==> src/rtl/cfg_crc_pkg.sv <==
package cfg_crc_pkg;
    localparam int CRC_W  = 32;
    localparam int ADDR_W = 5;

    typedef enum logic [1:0] {
        WK_IDLE  = 2'd0,
        WK_FOLD  = 2'd1,
        WK_CHECK = 2'd2,
        WK_CLEAR = 2'd3
    } wr_kind_e;

    typedef struct packed {
        logic [CRC_W-1:0] crc;
        logic             err;
    } crc_state_t;
endpackage

==> src/rtl/cfg_crc_decode.sv <==
module cfg_crc_decode
    import cfg_crc_pkg::*;
#(
    parameter int          AW        = ADDR_W,
    parameter int          DW        = CRC_W,
    parameter logic [4:0]  CHECK_ADR = 5'd0,
    parameter logic [4:0]  CMD_ADR   = 5'd4,
    parameter logic [31:0] CLR_CODE  = 32'd7
) (
    input  logic          wr_en,
    input  logic [AW-1:0] wr_addr,
    input  logic [DW-1:0] wr_data,
    output wr_kind_e      kind
);
    localparam logic [AW-1:0] CHK = AW'(CHECK_ADR);
    localparam logic [AW-1:0] CMD = AW'(CMD_ADR);
    localparam logic [DW-1:0] CLR = DW'(CLR_CODE);

    always_comb begin
        if (!wr_en)                            kind = WK_IDLE;
        else if (wr_addr == CHK)               kind = WK_CHECK;
        else if (wr_addr == CMD && wr_data == CLR) kind = WK_CLEAR;
        else                                   kind = WK_FOLD;
    end
endmodule

==> src/rtl/cfg_crc_fold.sv <==
module cfg_crc_fold #(
    parameter int          AW   = 5,
    parameter int          DW   = 32,
    parameter int          CW   = 32,
    parameter logic [31:0] POLY = 32'h1EDC6F41
) (
    input  logic [CW-1:0] crc_in,
    input  logic [AW-1:0] addr,
    input  logic [DW-1:0] data,
    output logic [CW-1:0] crc_out
);
    localparam int MSG_W = AW + DW;
    localparam logic [CW-1:0] P = CW'(POLY);

    logic [MSG_W-1:0] msg;
    assign msg = {data, addr};

    // bit 0 of msg (address LSB) enters first
    always_comb begin
        logic [CW-1:0] c;
        logic          fb;
        c = crc_in;
        for (int i = 0; i < MSG_W; i++) begin
            fb = c[CW-1] ^ msg[i];
            c  = {c[CW-2:0], 1'b0} ^ (fb ? P : '0);
        end
        crc_out = c;
    end
endmodule

==> src/rtl/cfg_crc_check.sv <==
module cfg_crc_check
    import cfg_crc_pkg::*;
#(
    parameter int          AW        = ADDR_W,
    parameter int          DW        = CRC_W,
    parameter logic [31:0] POLY      = 32'h1EDC6F41,
    parameter logic [4:0]  CHECK_ADR = 5'd0,
    parameter logic [4:0]  CMD_ADR   = 5'd4,
    parameter logic [31:0] CLR_CODE  = 32'd7
) (
    input  logic          clk,
    input  logic          rst_n,
    input  logic          wr_en,
    input  logic [AW-1:0] wr_addr,
    input  logic [DW-1:0] wr_data,
    output logic [DW-1:0] crc_value,
    output logic          crc_error
);
    wr_kind_e     kind;
    logic [DW-1:0] folded;

    typedef struct packed {
        logic [DW-1:0] crc;
        logic          err;
    } st_t;

    st_t st_d, st_q;

    cfg_crc_decode #(
        .AW(AW), .DW(DW), .CHECK_ADR(CHECK_ADR),
        .CMD_ADR(CMD_ADR), .CLR_CODE(CLR_CODE)
    ) u_decode (
        .wr_en  (wr_en),
        .wr_addr(wr_addr),
        .wr_data(wr_data),
        .kind   (kind)
    );

    cfg_crc_fold #(
        .AW(AW), .DW(DW), .CW(DW), .POLY(POLY)
    ) u_fold (
        .crc_in (st_q.crc),
        .addr   (wr_addr),
        .data   (wr_data),
        .crc_out(folded)
    );

    always_comb begin
        st_d = st_q;
        unique case (kind)
            WK_FOLD:  st_d.crc = folded;
            WK_CLEAR: st_d.crc = '0;
            WK_CHECK: begin
                if (wr_data == st_q.crc) st_d.crc = '0;
                else                     st_d.err = 1'b1;
            end
            default: ;
        endcase
    end

    always_ff @(posedge clk) begin
        if (!rst_n) st_q <= '0;
        else        st_q <= st_d;
    end

    assign crc_value = st_q.crc;
    assign crc_error = st_q.err;
endmodule

==> config.mk <==
export PLATFORM = sky130hd
export DESIGN_NAME = cfg_crc_check
export DESIGN_NICKNAME = d
export VERILOG_FILES = /design/src/rtl/cfg_crc_pkg.sv /design/src/rtl/cfg_crc_decode.sv /design/src/rtl/cfg_crc_fold.sv /design/src/rtl/cfg_crc_check.sv
export SDC_FILE = /design/constraint.sdc
export NUM_CORES = 1
export LEC_CHECK = 0
export BUFFER_PORTS_ARGS = -buffer_cell sky130_fd_sc_hd__buf_4
export CORE_MARGIN = 4
export CORE_UTILIZATION = 45
export DETAILED_ROUTE_END_ITERATION = 16
export SLEW_MARGIN = 20
export SYNTH_ARGS = -nofsm -noshare
export SYNTH_HDL_FRONTEND = slang
export SYNTH_SLANG_ARGS = --single-unit
==> constraint.sdc <==
create_clock -name clk -period 13.8 [get_ports clk]
set_input_delay 2.76 -clock clk [delete_from_list [all_inputs] [get_ports clk]]
set_output_delay 2.76 -clock clk [all_outputs]
set_load 0.02 [all_outputs]
# After elaboration in Yosys (flattened, before gate mapping)

Index checks and enable logic that the tools add are counted.

Bits in registers: 33
Logic and storage cells: 131

Equality and inequality tests: 7
Muxes and demuxes: 42
Bitwise operators: 75
Reduce and logical (&&, ||, !) cells: 5

Operators by type and width:

| kind                                                  | number |
|---|---|
| bitwise XOR 32 bit                                    | 37 |
| two-way mux 29 bit                                    | 37 |
| one-hot mux 32 bit (3 select lines)                   | 1 |
| bitwise XOR 1 bit                                     | 37 |
| equality test 32 x 3 -> 1 bit (second input constant) | 1 |
| equality test 32 bit                                  | 1 |
| two-way mux 32 bit                                    | 1 |
| two-way mux 2 bit                                     | 3 |
| equality test 5 x 3 -> 1 bit (second input constant)  | 1 |
| zero test 5 bit                                       | 1 |
| equality test 2 bit (second input constant)           | 2 |
| AND reduction 2 bit                                   | 2 |
| nonzero test 3 bit                                    | 1 |
| equality test 2 x 1 -> 1 bit (second input constant)  | 1 |
| != test 2 bit (second input constant)                 | 1 |
| logical AND 1 bit                                     | 1 |
| inverter 1 bit                                        | 1 |

# Longest topological paths before layout

Word-level depth: 112
Depth in mapped cells: 14

# Hierarchy

Synthesis repeated with hierarchy kept, for this count alone.

Cell total of the unflattened synthesis: 518
Area, all modules: 6,531.3 um^2

By module, submodules not included:

| module         | times used | cells an instance | area an instance (um^2) | seq. area each (um^2) |
|---|---|---|---|---|
| cfg_crc_fold   | 1          | 383               | 5,009.8                 | 0.0 |
| cfg_crc_check  | 1          | 119               | 1,415.1                 | 660.6 |
| cfg_crc_decode | 1          | 16                | 106.4                   | 0.0 |

# Least setup slack after synthesis

OpenSTA, ideal clock, no wires.

Kind: input to register
Start point: input wr_data[2]
End point: register st_q (netlist bit crc_value[11])
Library setup time: 0.117 ns
Arrival: 7.782 ns
Required time: 13.683 ns
Slack: 5.901 ns
Cell stages on the path: 13
Buffers on the path: 0
Cell sequence: xnor2_1 > xnor3_1 > xnor3_2 > xnor3_2 > xnor2_4 > xnor3_2 > xnor3_1 > xnor2_2 > xor2_1 > xnor3_2 > xor2_2 > xor3_1 > a22o_1

Word-level cells in the longest chain between the ends: 47

Ends and longest elaborated chain:

| element                                                         | RTL line                               | text |
|---|---|---|
| start, declared                                                 | cfg_crc_check.sv:15                    | `input logic [DW-1:0] wr_data,` |
| bitwise XOR 1 bit                                               | cfg_crc_fold.sv:24                     | `fb = c[CW-1] ^ msg[i];` |
| two-way mux 29 bit                                              | cfg_crc_fold.sv:25                     | `c = {c[CW-2:0], 1'b0} ^ (fb ? P : '0);` |
| bitwise XOR 32 bit (4 in series)                                | cfg_crc_fold.sv:25                     |  |
| bitwise XOR 1 bit / bitwise XOR 32 bit (equally long branches)  | cfg_crc_fold.sv:24, cfg_crc_fold.sv:25 |  |
| two-way mux 29 bit / bitwise XOR 1 bit (equally long branches)  | cfg_crc_fold.sv:25, cfg_crc_fold.sv:24 |  |
| bitwise XOR 32 bit / two-way mux 29 bit (equally long branches) | cfg_crc_fold.sv:25                     |  |
| bitwise XOR 32 bit (3 in series)                                | cfg_crc_fold.sv:25                     |  |
| bitwise XOR 1 bit / bitwise XOR 32 bit (equally long branches)  | cfg_crc_fold.sv:24, cfg_crc_fold.sv:25 |  |
| (+24 left out)                                                  | --                                     |  |
| two-way mux 29 bit / bitwise XOR 1 bit (equally long branches)  | cfg_crc_fold.sv:25, cfg_crc_fold.sv:24 |  |
| bitwise XOR 32 bit / two-way mux 29 bit (equally long branches) | cfg_crc_fold.sv:25                     |  |
| bitwise XOR 32 bit (3 in series)                                | cfg_crc_fold.sv:25                     |  |
| bitwise XOR 1 bit / bitwise XOR 32 bit (equally long branches)  | cfg_crc_fold.sv:24, cfg_crc_fold.sv:25 |  |
| two-way mux 29 bit / bitwise XOR 1 bit (equally long branches)  | cfg_crc_fold.sv:25, cfg_crc_fold.sv:24 |  |
| bitwise XOR 32 bit / two-way mux 29 bit (equally long branches) | cfg_crc_fold.sv:25                     |  |
| bitwise XOR 32 bit                                              | cfg_crc_fold.sv:25                     |  |
| one-hot mux 32 bit (3 select lines)                             | cfg_crc_check.sv:50                    | `unique case (kind)` |
| end signal, assigned                                            | cfg_crc_check.sv:63                    | `else st_q <= st_d;` |
| end, declared                                                   | cfg_crc_check.sv:27                    | `st_t st_d, st_q;` |

Several ways; a longest one is shown, not always the timed one.
A chain may end at the register's enable or synchronous reset.

# Final worst setup path

Start point: input wr_data[2]
End point: register st_q (netlist bit crc_value[15])

Word-level cells in the longest chain between the ends: 47

Ends and longest elaborated chain:

| element                             | RTL line |
|---|---|
| bitwise XOR 1 bit                   | cfg_crc_fold.sv:24 |
| two-way mux 29 bit                  | cfg_crc_fold.sv:25 |
| bitwise XOR 32 bit (4 in series)    | cfg_crc_fold.sv:25 |
| bitwise XOR 1 bit                   | cfg_crc_fold.sv:24 |
| two-way mux 29 bit                  | cfg_crc_fold.sv:25 |
| bitwise XOR 32 bit (4 in series)    | cfg_crc_fold.sv:25 |
| bitwise XOR 1 bit                   | cfg_crc_fold.sv:24 |
| two-way mux 29 bit                  | cfg_crc_fold.sv:25 |
| (+18 left out)                      | -- |
| bitwise XOR 32 bit (4 in series)    | cfg_crc_fold.sv:25 |
| bitwise XOR 1 bit                   | cfg_crc_fold.sv:24 |
| two-way mux 29 bit                  | cfg_crc_fold.sv:25 |
| bitwise XOR 32 bit (4 in series)    | cfg_crc_fold.sv:25 |
| bitwise XOR 1 bit                   | cfg_crc_fold.sv:24 |
| two-way mux 29 bit                  | cfg_crc_fold.sv:25 |
| bitwise XOR 32 bit (2 in series)    | cfg_crc_fold.sv:25 |
| one-hot mux 32 bit (3 select lines) | cfg_crc_check.sv:50 |

Several ways; a longest one is shown, not always the timed one.

==> summary.txt <==
Floorplan
  • Core area: 13,450 sq um
  • Starting Density: 46.51%
  • Die height: 125.9 um
  • Die width: 125.9 um
  • Row cnt: 42
  • I/O pins: 73
  • Die ar.: 15,860 sq um

Worst hold path
  • Min-Delay Path Class: reg -> reg

Worst setup path
  • Critical Path RT: 13,960 ps
  • Crit path DAT: 8850 ps
  • Top Family by Delay on Critical Path: XOR/XNOR gates
  • CP Capture Type: register
  • Crit path launch type: input port
  • Crit Path Category: in -> reg
  • Highest-delay cell along the critical path: xnor2_1
  • CP Max Fanout: 7
  • Slowest stage delay, CP: 780 ps
  • Cell Chain, Critical Path: buf_4 > xnor2_1 > xnor3_1 > xnor3_2 > xnor3_2 > xor2_1 > xnor3_1 > xor2_4 > xnor3_2 > xnor2_4 > xor3_4 > xor2_2 > xnor3_1 > a22o_1
  • Worst Path Buf+Inv: 1

Placed design
  • Placed Cells: 760
  • Port buffer count: 72
  • Gp weighted congestion: 0.9126
  • Placed cell areas: 7003 sq um
  • Final HPWL DP: 16.03 mm

Global route
  • Overflow after GRT: 0
  • M1 GR Usage: 33.82%
  • GRT Total Usage: 23.40%
  • Global-route wire length before repair: 28.00 mm
  • Largest net degree at the start of global routing: 23
  • Met2 GRT Util: 38.84%
  • Vias in the first global route: 4,354
  • Global routing's busiest layer: met2
  • GR Util met3: 1.820%
  • Antenna violations before repair: 0

Clock network
  • PostCTS Resize Cnt: 0
  • H-tree lvl count: 2
  • Worst skew pair latency: 270 ps
  • Hold_buf cts: 0
  • TritonCTS sink count: 33
  • Postcts setup bufs: 0
  • CTS max path bufs: 2
  • Reg clk slew, reported paths: 50 ps
  • CTS tree: yes
  • Cts bufs inserted: 5
  • Root buf cell: clkbuf_16

Synth
  • Synth Cell Area: 6257 sq um
  • Syn nets: 558
  • Yosys cell types: 28
  • Register bit total from synthesis: 33
  • Post-Synthesis Cells: 518
  • Synth Area per Inst: 12.08 sq um
  • Register area share after synthesis: 10.56%
  • Yosys warning total: 0

Timing
  • Hold Vio Cnt, Final: 0
  • Setup TNS: 0 ps
  • Unrepaired setup endpoints after global routing: no
  • Minimum clock period: 8682 ps
  • Final setup viols: 0
  • Worst slew pin tran: 1119 ps
  • Maximum achievable frequency: 115.2 MHz
  • Layout Skew: 2.976 ps
  • Max-Slew Margin vs Limit: 24.88%
  • Tcrit/Tclk final: 62.91%
  • Fin. max-slew vios: 0

Detailed routing
  • Vias per inst: 5.293
  • Via count: 4,065
  • DRC violations left: 0
  • Antenna Nets Post-Route: 0
  • Drt first pass iters: 4
  • 1st-iter DRT viols: 324
  • Routed wire per std cell: 24.52 um
  • Total Wirelength: 18.83 mm

Layout
  • Share of post-route cells with drive strength above 1: 21.11%
  • ANT cells: 0
  • Area grow syn2layout: 14.20%
  • Filler cells: 1,239
  • Filler-free cell count of the finished design: 768
  • Design area: 7146 sq um
  • Final nets: 631

Outcome
  • Status: finished, final reports clean

Run
  • # Max-Cap Violations: 0
registers in the layout, indices dropped and copies added (netlist names):
name,cells
crc_error,1
crc_value,32
cell usage after synthesis (all sizes together):
library cell,instances,area share [%]
a211o,1,0.14
a21boi,3,0.36
clkbuf,8,0.48
nor2,3,0.18
a22o,22,3.1
xor2,59,9.8
o41ai,1,0.14
xor3,14,5.4
xnor3,74,27
xnor2,254,38
nand2,3,0.18
dfxtp,33,11
inv,2,0.12
or4,1,0.12
nor4,7,0.70
nor3,1,0.080
nand4,11,1.1
nor2b,9,0.90
nand2b,1,0.10
a22oi,9,1.1
and2,2,0.20
layer usage:
metal,wire length [um],vias up,part of all wire (%)
met3,646,23,3.4
met5,0,-,0
met2,9081,109,48
li1,-,1900,-
met4,403,0,2.1
met1,8700,2033,46
cell type report:
class	instances	area, sq um	share of cell area (%)
Tap cell	176	220.2	3.082
Timing Repair Buffer	74	555.5	7.774
Inverter	2	7.507	0.1051
Clock inverter	3	17.52	0.2451
Clock buffer	5	125.1	1.751
Sequential cell	33	660.6	9.245
Multi-Input combinational cell	475	5559	77.80
stage by stage:
stage	util [%]	setup slack [ps]	hold slack (ps)
global route	53.12	4939	505.2
finish	53.12	5118	471.6
global placement	52.06	4762	453.3
detailed placement	52.06	4804	454.2
floorplan	-	5901	530.4
CTS	53.12	5078	476.1
worst register-to-register path: stages, from the launching register on:
cell     delay (ps)
dfxtp_1         410
xnor2_1         850
xnor3_1         400
xnor3_2         550
xnor3_2         580
xor2_1          500
xnor3_1         480
xor2_4          380
xnor3_2         620
xnor2_4         200
xor3_4          620
xor2_2          280
xnor3_1         380
a22o_1          200
final timing paths:
path                                      end          start  slack (ps)  cells past startpoint
worst max-delay path            crc_value[15]     wr_data[2]        5120                     14
worst min-delay path                crc_error      crc_error         470                      2
worst max register to register  crc_value[15]  crc_value[24]        7250                     13
worst min register to register      crc_error      crc_error         470                      2
cell families after synthesis:
kind of cell	Yosys count	synth area share, %
compound gates	36	4.799
simple gates	38	3.559
xor+xnor	401	80.48
flops	33	10.56
buf+inv	10	0.5999
cell usage in the layout, fill, tap and decap left out:
cell type	count
a211o_1	1
xor2_2	10
or4_1	1
xor2_4	1
nand2b_1	1
xor2_1	48
xnor2_2	17
and2_1	2
nor2_1	3
nor4_1	7
o41ai_1	1
nor3_1	1
xnor3_2	9
dfxtp_1	33
inv_1	2
xnor2_4	3
nand2_1	3
xor3_4	1
buf_4	74
a22oi_1	9
clkinvlp_4	1
a22o_1	22
xnor2_1	234
xnor3_1	65
clkinv_2	2
nor2b_1	9
xor3_1	11
clkbuf_16	5
nand4_1	11
xor3_2	2
a21boi_0	3
Power is not shown: default switching activity piles up to over one toggle a cycle in this logic, so the estimate is an artifact.
